## src/rtl/vpt_pkg.sv

```systemverilog
package vpt_pkg;

    typedef enum logic [1:0] {
        PAT_BLACK = 2'd0,
        PAT_EQ    = 2'd1,
        PAT_PLL   = 2'd2,
        PAT_BARS  = 2'd3
    } pat_e;

    typedef struct packed {
        logic hd;
        logic wide;
        pat_e kind;
    } cfg_t;

    typedef struct packed {
        logic [9:0] luma;
        logic [9:0] chroma;
    } word_t;

    localparam logic [9:0] BLACK_Y = 10'd64;
    localparam logic [9:0] BLACK_C = 10'd512;
    localparam logic [9:0] EQ_Y    = 10'h198;
    localparam logic [9:0] EQ_C    = 10'h300;
    localparam logic [9:0] PLL_Y   = 10'h110;
    localparam logic [9:0] PLL_C   = 10'h200;

    function automatic logic code_ok(input logic [5:0] code);
        return code[3:2] == 2'b00;
    endfunction

    function automatic cfg_t code_to_cfg(input logic [5:0] code);
        cfg_t c;
        c.hd   = code[5];
        c.wide = code[4];
        c.kind = pat_e'(code[1:0]);
        return c;
    endfunction

    function automatic int max4(input int a, input int b, input int c, input int d);
        int m;
        m = a;
        if (b > m) m = b;
        if (c > m) m = c;
        if (d > m) m = d;
        return m;
    endfunction

    function automatic logic [9:0] bar_luma(input logic [2:0] b);
        case (b)
            3'd0:    return 10'd721;
            3'd1:    return 10'd646;
            3'd2:    return 10'd525;
            3'd3:    return 10'd450;
            3'd4:    return 10'd335;
            3'd5:    return 10'd260;
            3'd6:    return 10'd139;
            default: return 10'd64;
        endcase
    endfunction

    function automatic logic [9:0] bar_cb(input logic [2:0] b);
        case (b)
            3'd0:    return 10'd512;
            3'd1:    return 10'd176;
            3'd2:    return 10'd625;
            3'd3:    return 10'd289;
            3'd4:    return 10'd735;
            3'd5:    return 10'd399;
            3'd6:    return 10'd848;
            default: return 10'd512;
        endcase
    endfunction

    function automatic logic [9:0] bar_cr(input logic [2:0] b);
        case (b)
            3'd0:    return 10'd512;
            3'd1:    return 10'd567;
            3'd2:    return 10'd176;
            3'd3:    return 10'd231;
            3'd4:    return 10'd793;
            3'd5:    return 10'd848;
            3'd6:    return 10'd457;
            default: return 10'd512;
        endcase
    endfunction

    function automatic logic [9:0] half_sum(input logic [9:0] a, input logic [9:0] b);
        logic [10:0] s;
        s = {1'b0, a} + {1'b0, b};
        return s[10:1];
    endfunction

endpackage

```

## src/rtl/vpt_cfg_reg.sv

```systemverilog
module vpt_cfg_reg
    import vpt_pkg::*;
(
    input  logic       clk,
    input  logic       rst,
    input  logic       wr,
    input  logic       wr_enable,
    input  logic [5:0] wr_sel,
    input  logic       wr_filter,
    output logic       run,
    output cfg_t       cfg,
    output logic       filt,
    output logic       bad
);

    always_ff @(posedge clk) begin
        if (rst) begin
            run  <= 1'b0;
            cfg  <= code_to_cfg(6'b000000);
            filt <= 1'b0;
            bad  <= 1'b0;
        end else if (wr) begin
            run  <= wr_enable;
            filt <= wr_filter;
            if (code_ok(wr_sel)) begin
                cfg <= code_to_cfg(wr_sel);
                bad <= 1'b0;
            end else begin
                bad <= 1'b1;
            end
        end
    end

    AST_BAD_CODE_KEEPS_PATTERN: assert property (@(posedge clk) disable iff (rst)
        (wr && !code_ok(wr_sel)) |=> ($stable(cfg) && bad));

    AST_GOOD_CODE_LOADS: assert property (@(posedge clk) disable iff (rst)
        (wr && code_ok(wr_sel)) |=> (cfg == code_to_cfg($past(wr_sel)) && !bad));

endmodule

```

## src/rtl/vpt_raster.sv

```systemverilog
module vpt_raster
    import vpt_pkg::*;
#(
    parameter int SD_W_STD    = 720,
    parameter int SD_W_WIDE   = 960,
    parameter int HD_W_STD    = 1440,
    parameter int HD_W_WIDE   = 1920,
    parameter int FIELD_LINES = 262,
    parameter int XW          = 11,
    parameter int YW          = 9
) (
    input  logic          clk,
    input  logic          rst,
    input  logic          run,
    input  logic          restart,
    input  cfg_t          cfg,
    output logic [XW-1:0] x,
    output logic [YW-1:0] y,
    output logic          fld,
    output logic [XW-1:0] width,
    output logic          field_end
);

    localparam logic [XW-1:0] W_SS = XW'(SD_W_STD);
    localparam logic [XW-1:0] W_SW = XW'(SD_W_WIDE);
    localparam logic [XW-1:0] W_HS = XW'(HD_W_STD);
    localparam logic [XW-1:0] W_HW = XW'(HD_W_WIDE);
    localparam logic [YW-1:0] LAST_Y = YW'(FIELD_LINES - 1);

    logic last_x;
    logic last_y;

    always_comb begin
        case ({cfg.hd, cfg.wide})
            2'b00:   width = W_SS;
            2'b01:   width = W_SW;
            2'b10:   width = W_HS;
            default: width = W_HW;
        endcase
    end

    assign last_x    = (x == width - 1'b1);
    assign last_y    = (y == LAST_Y);
    assign field_end = run && last_x && last_y;

    always_ff @(posedge clk) begin
        if (rst || restart || !run) begin
            x   <= '0;
            y   <= '0;
            fld <= 1'b0;
        end else if (last_x) begin
            x <= '0;
            if (last_y) begin
                y   <= '0;
                fld <= ~fld;
            end else begin
                y <= y + 1'b1;
            end
        end else begin
            x <= x + 1'b1;
        end
    end

    AST_PIXEL_IN_LINE: assert property (@(posedge clk) disable iff (rst)
        run |-> (x < width));

    AST_FIELD_PARITY_FLIPS: assert property (@(posedge clk) disable iff (rst)
        (field_end && !restart) |=> (fld != $past(fld) && x == '0 && y == '0));

endmodule

```

## src/rtl/vpt_pattern.sv

```systemverilog
module vpt_pattern
    import vpt_pkg::*;
#(
    parameter int XW = 11
) (
    input  cfg_t          cfg,
    input  logic          filt,
    input  logic [XW-1:0] x,
    input  logic [XW-1:0] width,
    output word_t         word
);

    localparam int PW = XW + 3;

    logic [PW-1:0] num_cur;
    logic [PW-1:0] num_prev;
    logic [PW-1:0] den;
    logic [PW-1:0] q_cur;
    logic [PW-1:0] q_prev;
    logic [2:0]    bar_cur;
    logic [2:0]    bar_prev;
    logic          edge_px;
    logic [9:0]    c_cur;
    logic [9:0]    c_prev;

    assign num_cur  = {x, 3'b000};
    assign num_prev = {XW'(x - 1'b1), 3'b000};
    assign den      = PW'(width);
    assign q_cur    = num_cur / den;
    assign q_prev   = num_prev / den;
    assign bar_cur  = q_cur[2:0];
    assign bar_prev = q_prev[2:0];
    assign edge_px  = filt && (x != '0) && (bar_cur != bar_prev);

    assign c_cur  = x[0] ? bar_cr(bar_cur)  : bar_cb(bar_cur);
    assign c_prev = x[0] ? bar_cr(bar_prev) : bar_cb(bar_prev);

    always_comb begin
        case (cfg.kind)
            PAT_BLACK: word = '{luma: BLACK_Y, chroma: BLACK_C};
            PAT_EQ:    word = '{luma: EQ_Y,    chroma: EQ_C};
            PAT_PLL:   word = '{luma: PLL_Y,   chroma: PLL_C};
            default: begin
                if (edge_px) begin
                    word.luma   = half_sum(bar_luma(bar_cur), bar_luma(bar_prev));
                    word.chroma = half_sum(c_cur, c_prev);
                end else begin
                    word.luma   = bar_luma(bar_cur);
                    word.chroma = c_cur;
                end
            end
        endcase
    end

endmodule

```

## src/rtl/vpt_checker.sv

```systemverilog
module vpt_checker (
    input  logic clk,
    input  logic rst,
    input  logic run,
    input  logic restart,
    input  logic field_end,
    input  logic err,
    output logic pass
);

    logic [1:0] fields;
    logic       fail;

    always_ff @(posedge clk) begin
        if (rst || restart || !run) begin
            fields <= 2'd0;
            fail   <= 1'b0;
            pass   <= 1'b0;
        end else begin
            if (field_end && fields != 2'd2)
                fields <= fields + 2'd1;
            if (err) begin
                fail <= 1'b1;
                pass <= 1'b0;
            end else if (field_end && fields == 2'd1 && !fail) begin
                pass <= 1'b1;
            end
        end
    end

    AST_PASS_NEEDS_RUN: assert property (@(posedge clk) disable iff (rst)
        pass |-> run);

    AST_ERROR_BLOCKS_PASS: assert property (@(posedge clk) disable iff (rst)
        fail |-> !pass);

    AST_PASS_AFTER_TWO_FIELDS: assert property (@(posedge clk) disable iff (rst)
        $rose(pass) |-> (fields == 2'd2));

    AST_LATE_ERROR_DROPS_PASS: assert property (@(posedge clk) disable iff (rst)
        (run && !restart && err) |=> !pass);

endmodule

```

## src/rtl/vpat_selftest_top.sv

```systemverilog
module vpat_selftest_top
    import vpt_pkg::*;
#(
    parameter int SD_W_STD    = 720,
    parameter int SD_W_WIDE   = 960,
    parameter int HD_W_STD    = 1440,
    parameter int HD_W_WIDE   = 1920,
    parameter int FIELD_LINES = 262
) (
    input  logic        clk,
    input  logic        rst,
    input  logic        cfg_we,
    input  logic        cfg_enable,
    input  logic [5:0]  cfg_sel,
    input  logic        cfg_filter,
    input  logic        err_strobe,
    output logic [19:0] pix_data,
    output logic        pix_valid,
    output logic        line_start,
    output logic        field_start,
    output logic        field_id,
    output logic        hd_rate,
    output logic        pass_flag,
    output logic        bad_code
);

    localparam int MAXW = max4(SD_W_STD, SD_W_WIDE, HD_W_STD, HD_W_WIDE);
    localparam int XW   = $clog2(MAXW + 1);
    localparam int YW   = $clog2(FIELD_LINES + 1);

    logic          run;
    cfg_t          cfg;
    logic          filt;
    logic [XW-1:0] x;
    logic [YW-1:0] y;
    logic          fld;
    logic [XW-1:0] width;
    logic          fend;
    word_t         word;

    vpt_cfg_reg u_cfg (
        .clk       (clk),
        .rst       (rst),
        .wr        (cfg_we),
        .wr_enable (cfg_enable),
        .wr_sel    (cfg_sel),
        .wr_filter (cfg_filter),
        .run       (run),
        .cfg       (cfg),
        .filt      (filt),
        .bad       (bad_code)
    );

    vpt_raster #(
        .SD_W_STD    (SD_W_STD),
        .SD_W_WIDE   (SD_W_WIDE),
        .HD_W_STD    (HD_W_STD),
        .HD_W_WIDE   (HD_W_WIDE),
        .FIELD_LINES (FIELD_LINES),
        .XW          (XW),
        .YW          (YW)
    ) u_raster (
        .clk       (clk),
        .rst       (rst),
        .run       (run),
        .restart   (cfg_we),
        .cfg       (cfg),
        .x         (x),
        .y         (y),
        .fld       (fld),
        .width     (width),
        .field_end (fend)
    );

    vpt_pattern #(
        .XW (XW)
    ) u_pattern (
        .cfg   (cfg),
        .filt  (filt),
        .x     (x),
        .width (width),
        .word  (word)
    );

    vpt_checker u_check (
        .clk       (clk),
        .rst       (rst),
        .run       (run),
        .restart   (cfg_we),
        .field_end (fend),
        .err       (err_strobe),
        .pass      (pass_flag)
    );

    assign pix_valid   = run;
    assign pix_data    = run ? word : 20'd0;
    assign line_start  = run && (x == '0);
    assign field_start = run && (x == '0) && (y == '0);
    assign field_id    = run && fld;
    assign hd_rate     = cfg.hd;

endmodule

```

## config.mk

```make
export PLATFORM = sky130hd
export DESIGN_NAME = vpat_selftest_top
export DESIGN_NICKNAME = d
export VERILOG_FILES = /design/src/rtl/vpt_pkg.sv /design/src/rtl/vpt_cfg_reg.sv /design/src/rtl/vpt_raster.sv /design/src/rtl/vpt_pattern.sv /design/src/rtl/vpt_checker.sv /design/src/rtl/vpat_selftest_top.sv
export SDC_FILE = /design/constraint.sdc
export NUM_CORES = 1
export LEC_CHECK = 0
export BUFFER_PORTS_ARGS = -buffer_cell sky130_fd_sc_hd__buf_2
export CORE_ASPECT_RATIO = 1.4
export CORE_MARGIN = 1.5
export CORE_UTILIZATION = 58
export DETAILED_ROUTE_END_ITERATION = 12
export GPL_ROUTABILITY_DRIVEN = 1
export PLACE_DENSITY_LB_ADDON = 0.08
export SKIP_LAST_GASP = 1
export SYNTH_ARGS = -nofsm -noshare
export SYNTH_HDL_FRONTEND = slang
export SYNTH_SLANG_ARGS = --single-unit
```

## constraint.sdc

```tcl
create_clock -name clk -period 17.6 [get_ports clk]
set_input_delay 4.4 -clock clk [delete_from_list [all_inputs] [get_ports clk]]
set_output_delay 4.4 -clock clk [all_outputs]
set_load 0.005 [all_outputs]
```

# Word level (Yosys, flattened, before mapping)
# Cells that the tools add are included.
# op_classes
bitwise_logic,1
addsub,7
eq_ne,21
mux,18
div,2
reduce_logical,27
# ops
operator,n
10-bit one-hot mux with 6 select lines,4
10-bit one-hot mux with 7 select lines,2
10-bit 2-to-1 mux,6
20-bit one-hot mux with 3 select lines,1
20-bit 2-to-1 mux,2
11-bit one-hot mux with 3 select lines,1
14-bit by 11-bit divider with 14-bit output,2
10-bit by 10-bit adder with 11-bit output,2
11-bit by 1-bit subtractor with 11-bit output (second input constant),2
3-bit equality test (second input constant),6
3-bit by 2-bit equality test with 1-bit output (second input constant),4
11-bit by 1-bit adder with 11-bit output (second input constant),1
11-bit equality test,1
11-bit zero test,1
11-bit nonzero test,1
1-bit logical AND,10
9-bit by 1-bit adder with 9-bit output (second input constant),1
9-bit equality test (second input constant),1
9-bit zero test,1
9-bit 2-to-1 mux,1
2-bit by 1-bit equality test with 1-bit output (second input constant),3
3-bit by 1-bit equality test with 1-bit output (second input constant),2
2-bit zero test,3
3-bit zero test,2
other kinds (11),16
# totals
input_bits,12
register_bits,32
output_inout_bits,27
wordCells,88

# Depth between registers and ports, before layout
# logic_depth
word_depth,11
ltp_mapped,70
mapped_depth_nobuf,63

# Cells and area by module
# From an unflattened synthesis, not the netlist that was laid out.
# unflattened
cells_unflattened,1935
area_unflattened_um2,13982.2
# modules_own_cells
module,seq_area_each_um2,n_inst,cells_each,area_per_inst_um2
vpt_pattern,0.0,1,1715,12114.1
vpt_raster,420.4,1,142,1199.9
vpt_cfg_reg,140.1,1,27,289.0
vpat_selftest_top,0.0,1,31,198.9
vpt_checker,80.1,1,20,180.2

# Worst setup path before layout
# Ideal clock, no wire load.
# synth_path
kind,flip-flop to output port
start,register u_raster.x[0]
end,output pix_data[9]
path_buffers,7
setup_slack_ns,0.474
arrival_ns,12.726
stages_incl_launch_ff,69
required_ns,13.200
cell_sequence,dfxtp_1 > clkbuf_1 > inv_1 > clkbuf_1 > ha_1 > or3b_2 > o31a_1 > or2_2 > ha_1 > nor4bb_1 > nand4_1 > a21o_1 > and3_1 > a31oi_1 > inv_1 > ha_1 > nand4_1 > nor3_1 > [... 33 more ...] > nor3_1 > a211o_1 > a32o_1 > o211ai_1 > nand2_1 > a21oi_1 > inv_1 > fa_1 > a21o_1 > a21o_1 > a21o_1 > a21oi_1 > o21bai_1 > a21oi_1 > o21bai_1 > a21o_1 > mux2i_1 > a21oi_1
# synth_via
elab_chain_len,9
elab_cells_between_ends,29
cone_classes,2 x add/sub; 2 x div; 13 x eq/ne; 9 x mux; 3 x reduce/logical
# synth_lines
item,line_no,source
"start, declared",vpt_raster.sv:17,"output logic [XW-1:0] x,"
"start signal, assigned",vpt_raster.sv:60,x <= x + 1'b1;
11-bit by 1-bit subtractor with 11-bit output *,vpt_pattern.sv:27,"assign num_prev = {XW'(x - 1'b1), 3'b000};"
net u_pattern.num_prev[3],vpt_pattern.sv:16,logic [PW-1:0] num_prev;
14-bit by 11-bit divider with 14-bit output *,vpt_pattern.sv:30,assign q_prev = num_prev / den;
"3-bit equality test, or another cell as far along","vpt_pkg.sv:63, vpt_pkg.sv:76",
"10-bit one-hot mux with 6 select lines, on equally long branches","vpt_pkg.sv:63, vpt_pkg.sv:76",
10-bit 2-to-1 mux,vpt_pattern.sv:36,assign c_prev = x[0] ? bar_cr(bar_prev) : bar_cb(bar_prev);
10-bit by 10-bit adder with 11-bit output,vpt_pkg.sv:90,"s = {1'b0, a} + {1'b0, b};"
20-bit 2-to-1 mux *,vpt_pattern.sv:44,if (edge_px) begin
20-bit one-hot mux with 3 select lines *,vpt_pattern.sv:39,case (cfg.kind)
20-bit 2-to-1 mux *,vpat_selftest_top.sv:96,assign pix_data = run ? word : 20'd0;
"end, declared",vpat_selftest_top.sv:17,"output logic [19:0] pix_data,"
# Mark *: on every way through the listed nets, which the timed path passes. The rest lies on a longest branch.

# Worst setup path after layout
# layout_path
start,register u_raster.x[1]
end,output pix_data[9]
# layout_via
elab_chain_len,9
elab_cells_between_ends,29
cone_classes,2 x add/sub; 2 x div; 13 x eq/ne; 9 x mux; 3 x reduce/logical
# layout_lines
item,line_no
11-bit by 1-bit subtractor with 11-bit output,vpt_pattern.sv:27
14-bit by 11-bit divider with 14-bit output,vpt_pattern.sv:30
"3-bit equality test, or another cell as far along","vpt_pkg.sv:63, vpt_pkg.sv:76"
"10-bit one-hot mux with 6 select lines, on equally long branches","vpt_pkg.sv:63, vpt_pkg.sv:76"
10-bit 2-to-1 mux,vpt_pattern.sv:36
10-bit by 10-bit adder with 11-bit output,vpt_pkg.sv:90
20-bit 2-to-1 mux *,vpt_pattern.sv:44
20-bit one-hot mux with 3 select lines *,vpt_pattern.sv:39
20-bit 2-to-1 mux *,vpat_selftest_top.sv:96
# Every way passes the cells marked *; elsewhere a longest branch is shown, timed or not.

==> results by stage <==
Clocking:
- The clock tree buffer depth is 2.
- The clock slew seen by the registers of the worst setup and hold paths is 0.06 ns.
- TritonCTS built the clock tree.
- In this run, CTS created clock tree buffers numbering 5.
- The clock reaches the later pin of the worst-skew pair after 0.28 ns.
- Clock tree synthesis selected as its root buffer the cell sky130_fd_sc_hd__clkbuf_16.
- For this design, the sink count on the clock tree is 32.
- In this run the number of H-tree levels came out at 2.

Floorplan:
- The die covers around 12000 sq um.
- After floorplanning, the core was divided into between 40 and 50 placement rows.
- The width of the die is between 90 and 100 um.
- The floorplan step defined a core boundary enclosing 10900 sq um.
- The boundary pin count is 39.
- The floorplan die height is between 100 and 150 um.
- The effective utilization at floorplan is 59.9%.

Logic synthesis:
- The total of flip-flops plus latches after synthesis is 32.
- Counting flops with an async set or reset pin after synthesis yields a share of 0%.
- The number of distinct library cells after synthesis is 78.
- Counting flops with a built-in enable in the synthesized netlist gives 0.
- The portion of the post-synthesis area used by sequential elements is 9.79%.
- For this run, the leading register cell type out of synthesis is sky130_fd_sc_hd__dfxtp_1.
- In this run the mean area of a mapped cell was 7.15 sq um.
- The cell area that synthesis handed to floorplanning was 6550 sq um.
- The count of synthesis-stage warnings from yosys is 0.
- The total nets after synthesis is 1028.
- Counting every instance in the synthesized netlist gives 916.

Route:
- The number of search-and-repair iterations in the first detailed-routing pass is 5.
- The met3 routed wirelength is 654 um.
- For this block, the initial DRC count from the detailed router was around 340.
- The count of nets left with antenna violations once routing finished came out at 0.
- For this block, wires on met1 add up to 7530 um.
- The total via count after detailed routing is 6932.
- After detailed routing, the number of vias per cell comes to 6.38.
- After detailed routing, the met2 layer carries 9530 um of wire.
- The uppermost layer routed is met4.
- The routed wire length is 18600 um.
- After detailed routing, the average wire length per cell comes to approximately 17 um.
- The number of DRC violations after detailed routing is 0.

Setup path:
- The setup check on the worst reg-to-reg path leaves a slack of around 14 ns.
- The highest fanout seen on the critical path is 21.
- The endpoint kind of the worst setup timing path is a primary output.
- The largest stage delay on the critical path is 0.46 ns.
- The slowest library cell on the worst path is sky130_fd_sc_hd__or3b_2.
- The endpoint of the worst-slack reg-to-reg timing path is u_raster.y[7].
- The most critical setup path has its startpoint at u_raster.x[1].
- Measured in cells, the most critical reg-to-reg path has a length of 10.
- STA classifies the critical path startpoint as a register.
- The critical path is of the register to primary output type.
- Data on the critical path arrives at its endpoint at 12.68 ns.
- At the worst endpoint, the required time is 13.20 ns.
- The cell seen most often among critical-path stages is sky130_fd_sc_hd__a21o_1.
- The most critical setup path has its endpoint at pix_data[9].
- The startpoint of the worst-slack reg-to-reg timing path is u_cfg.cfg[2].

Timing:
- Setup violations remaining at the end of the flow were counted as 0.
- The post-route clock skew is approximately 0.0040 ns.
- The number of pins exceeding their max-slew limit in the final report is 0.
- The post-layout minimum cycle time is between 15 and 20 ns.
- At the pin with the least slew margin, the transition time is 1.07 ns.
- Setup repair after global routing could not meet its margin everywhere.
- The worst path uses 97.1% of the clock period.
- The max-slew headroom at the worst pin is 28.3%.
- The number of hold violations in the final report was 0.
- The maximum operating frequency is approximately 59 MHz.

Final layout:
- After the flow finishes, the layout carries non-filler instances totaling 1087.
- The number of diodes added for antenna fixing is 0.
- In the final design database the tool counted 1057 nets.
- The finished cells cover 7270 sq um.
- The share of post-route cells with drive strength above 1 is 14.8%.
- Relative to the synthesized area, the layout overhead comes to 11.0%.
- Cells fill 66.6% of the core in the end.

Flow run:
- The max-capacitance violation count is 0.

Placement:
- In this run the tool buffered the top-level ports with 38 buffer cells.
- Once placement completed, the tool counted placed cells totaling 1072.
- The final RePlAce weighted congestion is 0.971.
- The placed standard-cell area is 6900 sq um.
- The total half-perimeter wirelength after legalization and detailed placement is between 10000 and 15000 um.

Global routing:
- For this run the aggregate overflow at the end of global routing stands at 0.
- The aggregate global-route resource usage is 30.8%.
- The first global-routing pass estimated 30300 um of wire.
- The initial antenna violation count was 0.
- The pin count of the biggest net entering global routing is 25.
- The via count of the first global-routing pass was 6586.

Power and ir drop:
- VDD sags by at most 116 uV.
- For this design the static power due to leakage is around 3.2 nW.
- The total power per unit cell area is between 100 and 150 nW/um^2.

Status:
- The run finished with clean final reports.

Worst hold path:
- The min-delay analysis places its worst path in the category register to register.
## Yosys cell counts, drive strengths merged, types with 4 or more instances
cell type | number | share of area [%]
a21o | 18 | 2.1
nor4b | 4 | 0.63
nand2 | 71 | 4.1
mux2i | 17 | 2.6
nor2b | 7 | 0.67
or3 | 19 | 1.8
ha | 96 | 18
a211oi | 13 | 1.6
o211ai | 12 | 1.4
and2 | 9 | 0.86
or2 | 10 | 0.96
nor3b | 5 | 0.65
xnor2 | 44 | 5.9
nand2b | 10 | 0.96
and3 | 11 | 1.1
clkbuf | 38 | 2.2
nor4 | 9 | 0.86
xor2 | 27 | 3.6
fa | 4 | 1.2
nor3 | 33 | 2.7
inv | 47 | 2.7
nand4 | 11 | 1.1
o21a | 12 | 1.4
o211a | 5 | 0.76
buf | 10 | 0.99
nor2 | 116 | 6.7
mux2 | 12 | 2.1
o31ai | 6 | 0.69
a31oi | 11 | 1.1
a221oi | 4 | 0.54
a21oi | 67 | 5.1
dfxtp | 32 | 9.8
nand3 | 29 | 2.2
o21bai | 4 | 0.46
o21ai | 44 | 3.4
## state kept, by name, indices dropped and copies added, names as in the netlist, 2 cells and up
name	cells
u_cfg.cfg	4
u_raster.x	11
u_raster.y	9
u_check.fields	2
## area by class of cell
cell class / count / area [sq um]
Sequential cell: 32 / 641
Fill cell: 975 / 3650
Multi-Input combinational cell: 789 / 5680
Clock inverter: 2 / 35.0
Clock buffer: 6 / 129
Timing Repair Buffer: 70 / 430
Tap cell: 141 / 176
Inverter: 47 / 176
## report_power, final
group | internal [mW] | switching (mW) | leakage [nW] | total [mW]
logic | 0.364 | 0.495 | 2.86 | 0.859
registers | 0.0733 | 0.000901 | 0.259 | 0.0742
clock network | 0.0665 | 0.0327 | 0.0808 | 0.0992
## per-layer routing
| metal | GRT usage, % | vias up |
|---|---|---|
| met3 | 2.48 | 75 |
| li1 | - | 3385 |
| met1 | 34.3 | 3301 |
| met4 | 15.2 | 0 |
| met2 | 58.0 | 171 |
| met5 | 0 | - |
## worst min-delay path by stage
| stage | start | endpoint | slack (ns) | cells after the start |
|---|---|---|---|---|
| after floorplan | u_check.fail | u_check.fail | 0.44 | 2 |
| after global placement | u_check.fail | u_check.fail | 0.45 | 2 |
| after detailed placement | u_check.fail | u_check.fail | 0.48 | 2 |
| after CTS | u_check.fail | u_check.fail | 0.49 | 2 |
| after global routing | u_cfg.filt | u_cfg.filt | 0.52 | 2 |
| final | u_cfg.filt | u_cfg.filt | 0.49 | 2 |
## layout by cell type, fill, tap and decap left out, drive strengths merged, types with 6 or more instances in the layout
cell type  instances
and2               9
or3               19
nor4               9
xor2              27
or2               10
a21oi             67
nor3              33
xnor2             44
a211oi            13
nor2             116
mux2i             17
nand2b            10
nand3             29
nand2             71
o211ai            12
dfxtp             32
nor2b              7
inv               47
o21ai             44
o31ai              6
clkbuf             6
ha                96
a21o              18
buf               70
a31oi             11
nand4             11
mux2              12
and3              11
o21a              12
## critical path, delay by kind of cell (launching register included)
family	cells	cell delay, ns
buffers and inverters	5	0.71
and+or+nand+nor	15	3.25
DFF	1	0.37
AOI/OAI and AO/OA	27	5.01
muxes	4	0.96
adders and majority gates	7	2.07
## stage by stage
| step | worst slack (ns) | setup TNS, ns | hold WS [ns] | total power, mW |
|---|---|---|---|---|
| finish | 0.517 | 0 | 0.488 | 1.03 |
| global placement | 0.320 | 0 | 0.451 | 0.856 |
| floorplan | 0.474 | 0 | 0.439 | 0.710 |
| global route | -0.239 | -0.331 | 0.520 | 1.13 |
| CTS | 0.0180 | 0 | 0.494 | 0.980 |
| detailed placement | -0.0534 | -0.0534 | 0.479 | 0.875 |
## kinds of logic (layout without fill, tap and decap cells)
| logic type | count (synthesis) | in the layout | synth area share [%] |
|---|---|---|---|
| simple gates | 355 | 355 | 26.7 |
| compound gates | 234 | 234 | 23.9 |
| fa+ha+maj | 100 | 100 | 19.6 |
| buf+inv | 95 | 125 | 5.87 |
| xor+xnor | 71 | 71 | 9.50 |
| flops | 32 | 32 | 9.79 |
| mux | 29 | 29 | 4.72 |
## timing repair
| action | in CTS | in global routing |
|---|---|---|
| buffers inserted | 1 | 6 |
| resized for setup | 3 | 33 |
| endpoints found under the hold margin | 0 | 0 |
| endpoints found under the setup margin | 3 | 13 |
| pin swaps | 1 | 9 |
| hold buffers | 0 | 0 |
Power figures use the tool's default switching activity.
